## src/rtl/vote_esc_pkg.sv

```systemverilog
// Shared types for the ensemble vote escalation controller.
package vote_esc_pkg;
    // Outcome of one strobe as decided by the top-level control.
    typedef enum logic [1:0] {
        ACT_HOLD   = 2'd0,
        ACT_SHRINK = 2'd1,
        ACT_GROW   = 2'd2,
        ACT_FLAG   = 2'd3
    } vote_act_e;
endpackage

```

## src/rtl/vote_limit_norm.sv

```systemverilog
// Turns the requested ceiling into a usable odd ceiling.
// Assumes: the request may be any value that fits in CNT_W bits.
module vote_limit_norm #(
    parameter int MAX_LEARNERS = 7,
    parameter int CNT_W        = 3
) (
    input  logic [CNT_W-1:0] cfg_limit,
    output logic [CNT_W-1:0] eff_limit
);
    localparam logic [CNT_W-1:0] MAX_CNT = CNT_W'(MAX_LEARNERS);

    logic [CNT_W-1:0] clamped;

    // Clamp the request to the ensemble size, then force it odd and non-zero.
    always_comb begin
        clamped = (cfg_limit > MAX_CNT) ? MAX_CNT : cfg_limit;
        if (clamped == '0)
            eff_limit = CNT_W'(1);
        else if (!clamped[0])
            eff_limit = clamped - CNT_W'(1);
        else
            eff_limit = clamped;
    end
endmodule

```

## src/rtl/vote_thermo_mask.sv

```systemverilog
// Expands an active count into a thermometer enable mask (lanes below count on).
// Assumes: count never exceeds LANES.
module vote_thermo_mask #(
    parameter int LANES = 7,
    parameter int CNT_W = 3
) (
    input  logic [CNT_W-1:0] count,
    output logic [LANES-1:0] mask
);
    // One comparator per lane.
    for (genvar g = 0; g < LANES; g++) begin : g_lane
        assign mask[g] = ({1'b0, count} > (CNT_W+1)'(g));
    end
endmodule

```

## src/rtl/vote_tally.sv

```systemverilog
// Masks the error flags with the enable mask, counts them and applies a strict majority.
// Assumes: active_cnt is odd, so 2T > N is the same test as T >= (N+1)/2.
module vote_tally #(
    parameter int LANES = 7,
    parameter int CNT_W = 3
) (
    input  logic [LANES-1:0] err_flags,
    input  logic [LANES-1:0] en_mask,
    input  logic [CNT_W-1:0] active_cnt,
    output logic             fault
);
    logic [LANES-1:0] live;
    logic [CNT_W:0]   tally;

    assign live = err_flags & en_mask;

    // Population count of the flags that belong to enabled learners.
    always_comb begin
        tally = '0;
        for (int i = 0; i < LANES; i++)
            tally = tally + {{CNT_W{1'b0}}, live[i]};
    end

    // Strict majority over the active learners.
    assign fault = ({tally, 1'b0} > {2'b00, active_cnt});
endmodule

```

## src/rtl/vote_escalation_ctrl.sv

```systemverilog
// Grows or shrinks the set of active base learners in steps of two from a majority
// vote, and raises a sticky anomaly once the full set still votes faulty.
// Assumes: sample_done is a single-cycle strobe, and err_flags are valid with it.
module vote_escalation_ctrl
    import vote_esc_pkg::*;
#(
    parameter int MAX_LEARNERS = 7,
    localparam int CNT_W = $clog2(MAX_LEARNERS + 1)
) (
    input  logic                    clk,
    input  logic                    rst_n,
    input  logic [CNT_W-1:0]        cfg_limit,
    input  logic                    sample_done,
    input  logic [MAX_LEARNERS-1:0] err_flags,
    input  logic                    anomaly_clr,
    output logic [MAX_LEARNERS-1:0] learner_en,
    output logic [CNT_W-1:0]        active_cnt,
    output logic                    recheck,
    output logic                    advance,
    output logic                    anomaly
);
    logic [CNT_W-1:0] cnt_q;
    logic             anomaly_q;
    logic             recheck_q;
    logic             advance_q;
    logic [CNT_W-1:0] eff_limit;
    logic             fault;
    vote_act_e        act;

    vote_limit_norm #(.MAX_LEARNERS(MAX_LEARNERS), .CNT_W(CNT_W)) u_limit (
        .cfg_limit (cfg_limit),
        .eff_limit (eff_limit)
    );

    vote_thermo_mask #(.LANES(MAX_LEARNERS), .CNT_W(CNT_W)) u_mask (
        .count (cnt_q),
        .mask  (learner_en)
    );

    vote_tally #(.LANES(MAX_LEARNERS), .CNT_W(CNT_W)) u_tally (
        .err_flags  (err_flags),
        .en_mask    (learner_en),
        .active_cnt (cnt_q),
        .fault      (fault)
    );

    // Decide what this cycle's strobe does; clear and held anomaly suppress it.
    always_comb begin
        act = ACT_HOLD;
        if (sample_done && !anomaly_q && !anomaly_clr) begin
            if (!fault)
                act = ACT_SHRINK;
            else if (cnt_q < eff_limit)
                act = ACT_GROW;
            else
                act = ACT_FLAG;
        end
    end

    // Update the active count, command pulses and sticky anomaly.
    always_ff @(posedge clk) begin
        if (!rst_n) begin
            cnt_q     <= CNT_W'(1);
            anomaly_q <= 1'b0;
            recheck_q <= 1'b0;
            advance_q <= 1'b0;
        end else begin
            recheck_q <= (act == ACT_GROW);
            advance_q <= (act == ACT_SHRINK);
            if (anomaly_clr) begin
                anomaly_q <= 1'b0;
                cnt_q     <= CNT_W'(1);
            end else begin
                case (act)
                    ACT_SHRINK: cnt_q <= (cnt_q > CNT_W'(1)) ? cnt_q - CNT_W'(2) : CNT_W'(1);
                    ACT_GROW:   cnt_q <= cnt_q + CNT_W'(2);
                    ACT_FLAG:   anomaly_q <= 1'b1;
                    default:    ;
                endcase
            end
        end
    end

    assign active_cnt = cnt_q;
    assign recheck    = recheck_q;
    assign advance    = advance_q;
    assign anomaly    = anomaly_q;
endmodule

```

## config.mk

```make
export PLATFORM = sky130hd
export DESIGN_NAME = vote_escalation_ctrl
export DESIGN_NICKNAME = d
export VERILOG_FILES = /design/src/rtl/vote_esc_pkg.sv /design/src/rtl/vote_limit_norm.sv /design/src/rtl/vote_thermo_mask.sv /design/src/rtl/vote_tally.sv /design/src/rtl/vote_escalation_ctrl.sv
export SDC_FILE = /design/constraint.sdc
export NUM_CORES = 1
export LEC_CHECK = 0
export ABC_AREA = 1
export BUFFER_PORTS_ARGS = -buffer_cell sky130_fd_sc_hd__buf_4
export CORE_UTILIZATION = 48
export DETAILED_ROUTE_END_ITERATION = 10
export MAX_ROUTING_LAYER = met4
export PLACE_DENSITY_LB_ADDON = 0.3
export SETUP_SLACK_MARGIN = 0.3
export SLEW_MARGIN = 25
export SYNTH_ARGS = -nofsm -noshare
export SYNTH_HDL_FRONTEND = slang
export SYNTH_SLANG_ARGS = --single-unit
export TNS_END_PERCENT = 30
```

## constraint.sdc

```tcl
create_clock -name clk -period 5.1 [get_ports clk]
set_input_delay 1.02 -clock clk [delete_from_list [all_inputs] [get_ports clk]]
set_output_delay 1.02 -clock clk [all_outputs]
set_load 0.02 [all_outputs]
```

==> run summary <==
area of the multi-input gates: 534 sq um
worst skew pair latency: 0.25 ns
CTS H-Tree Depth: 1
nets@finish: 174
post-cts sizing count: 0
Slew Limit Fails: 0
Worst-path clk slew: 0.04 ns
die height: 41.9 microns
max_cap viols: 0
initial drt markers: 9
number of global-route vias before repair: 707
post-synthesis sequential element count: 6
postcts setup bufs: 0
post-synthesis net count: 143
capture point of the worst reg-to-reg path: active_cnt[2]
commonest non-fill, non-tap cell in the layout: inv_1
min-delay src: anomaly
Detailed Routing Iterations Pass 1: 6
initial core utilization: 51.3%
reg2reg setup slack: 0.58 ns
status: complete, no violations
Final Power: 0.283 mW
Congestion Overflow GR: 0
RSZ-0062 raised after global routing: false
yosys warns: 0
Final setup viols: 0
clk sinks: 6
placer's final routability congestion estimate: 0.704
core area: 1490 sq um
CP required: 5.24 ns
hold-critical path depth: 2
CTS Buf Count: 3
cells after synthesis: 107
crit-path cells: buf_4 -> and2_1 -> ha_1 -> inv_1 -> fa_1 -> fa_1 -> inv_1 -> ha_1 -> inv_1 -> fa_1 -> inv_1 -> ha_1 -> nand2_1 -> nand2_1 -> nand2_1 -> nand3_2 -> a21oi_1 -> ha_1 -> o211ai_1 -> inv_1
Worst Hold Class: reg -> reg
Longest Clk Path Bufs: 2
first-pass GRT wire length: 2.56 mm
WHS Endpoint: anomaly
Root Buffer: clkbuf_4
pwr dens: 283 nW/um^2
Die Width: 41.9 microns
FF/Latch Area: 121 sq um
CP dominant cell by count: inv_1
Post-DP Area: 978 sq um
vias per cell: 4.83
CTS tree: built
Routed Antenna Nets: 0
Register-to-Register Path Depth: 21
Worst setup SP type: primary input
total negative slack: 0 ns
share of post-route cells with drive strength above 1: 23.5%
fill count: 148
Wirelength per Cell: 9.49 microns
slowest cell on the critical path: fa_1
leading cell types in the layout, fill and taps excluded: 28 x inv_1, 26 x buf_4, 22 x nand2_1
Layout area overhead: 31.3%
Clock Skews: 0.000994 ns
post-layout min period: 4.56 ns
I/O Buffers: 26
Synth Cell Area: 763 sq um
Seq/Total Area, Yosys: 15.7%
VDD IR max: 0.192 mV
ANT cells: 0
fmax: 219 MHz
Max FO, Critical Path: 5
Critical Path AT: 4.71 ns
Critical R2R Launch: active_cnt[1]
endpoints failing hold: 0
fin crit share: 89.5%
HPWL after DPL: 1.22 mm
largest net degree at the start of global routing: 10
CP max stage delay: 0.50 ns
hold_buf cts: 0
GRT Total Usage: 19.7%
crit end category: register
Crit Path Category: in -> reg
Post-route DRC: 0
Slew @ Worst Pin: 0.278 ns
fin area: 1000 sq um
Top Ports: 27
final WL: 1.44 mm
initial antenna violation count: 0
DR vias: 734
Slew headroom: 81.4%
hold_ws: 0.545 ns
count of cell types in the netlist: 17
area of the die: 1750 sq um
Leakage: 0.606 nW
num rows: 14
mean post-synth cell area: 7.13 sq um
-- synth_stat cells --
master / number / area share, %
nor2_1: 4 / 2.0
ha_1: 19 / 31
inv_1: 28 / 14
fa_1: 3 / 7.9
o31ai_1: 1 / 0.98
a21boi_0: 1 / 0.98
nand2_1: 22 / 11
and2_1: 1 / 0.82
inv_2: 1 / 0.49
o21bai_1: 1 / 0.98
o211ai_1: 1 / 0.98
dfxtp_1: 6 / 16
nand3_2: 1 / 1.3
a21oi_1: 4 / 2.6
nand3_1: 8 / 5.2
o21ai_0: 5 / 3.3
o21a_1: 1 / 0.98
-- state kept, by name, summed over array words and instances (netlist names) --
signal / count
active_cnt: 3
anomaly: 1
recheck: 1
advance: 1
-- cell type report --
type	count	share of cell area, %
sequential	6	12.1
timing repair buffer	26	19.5
clock buffer	3	2.25
multi-input combinational	72	53.3
tap	16	2.00
inverter	29	10.9
-- power by group --
part	total [mW]	internal (mW)	switching, mW
combinational	0.178	0.0764	0.102
clock	0.0452	0.0267	0.0185
sequential	0.0597	0.0527	0.00700
-- metal layers --
metal  part of all wire, %  routed length (microns)  global-route usage, %  vias to the layer above
li1                      -                        -                      -                      387
met1                    44                      637                   20.3                      325
met2                    48                      695                   34.4                       18
met3                   5.3                       77                   6.52                        4
met4                   2.4                       34                   7.74                        0
met5                     0                        0                      -                        -
-- worst max-delay path by stage --
stage	from	slack, ns	cells after the start	endpoint
finish	err_flags[0]	0.54	20	active_cnt[2]
global route	active_cnt[1]	0.32	23	active_cnt[2]
CTS	active_cnt[2]	0.50	21	active_cnt[1]
detailed placement	err_flags[0]	0.24	20	active_cnt[1]
global placement	err_flags[0]	0.32	20	active_cnt[2]
floorplan	active_cnt[2]	0.36	20	active_cnt[2]
-- kinds of logic (layout without fill, tap and decap cells) --
family | count (synthesis) | in the layout | synth area share (%)
DFF | 6 | 6 | 15.7
and+or+nand+nor | 36 | 36 | 20.2
AOI/OAI and AO/OA | 14 | 14 | 10.8
buffers and inverters | 29 | 58 | 14.3
adders and majority gates | 22 | 22 | 39.0
-- stage by stage --
stage | utilization, % | setup slack (ns) | instances
floorplan | - | 0.364 | 107
global placement | 65.7 | 0.323 | 149
detailed placement | 65.7 | 0.244 | 149
CTS | 67.2 | 0.495 | 152
global route | 67.3 | 0.319 | 152
finish | 67.3 | 0.535 | 152
-- critical path: cells and delay by family --
kind | cells | cell delay (ns)
buffers and inverters | 6 | 0.36
AND/OR/NAND/NOR | 5 | 0.41
AO/OA/AOI/OAI | 2 | 0.39
adder cells (fa/ha/maj) | 7 | 2.50
No activity file was read; power rests on OpenSTA's default activity.
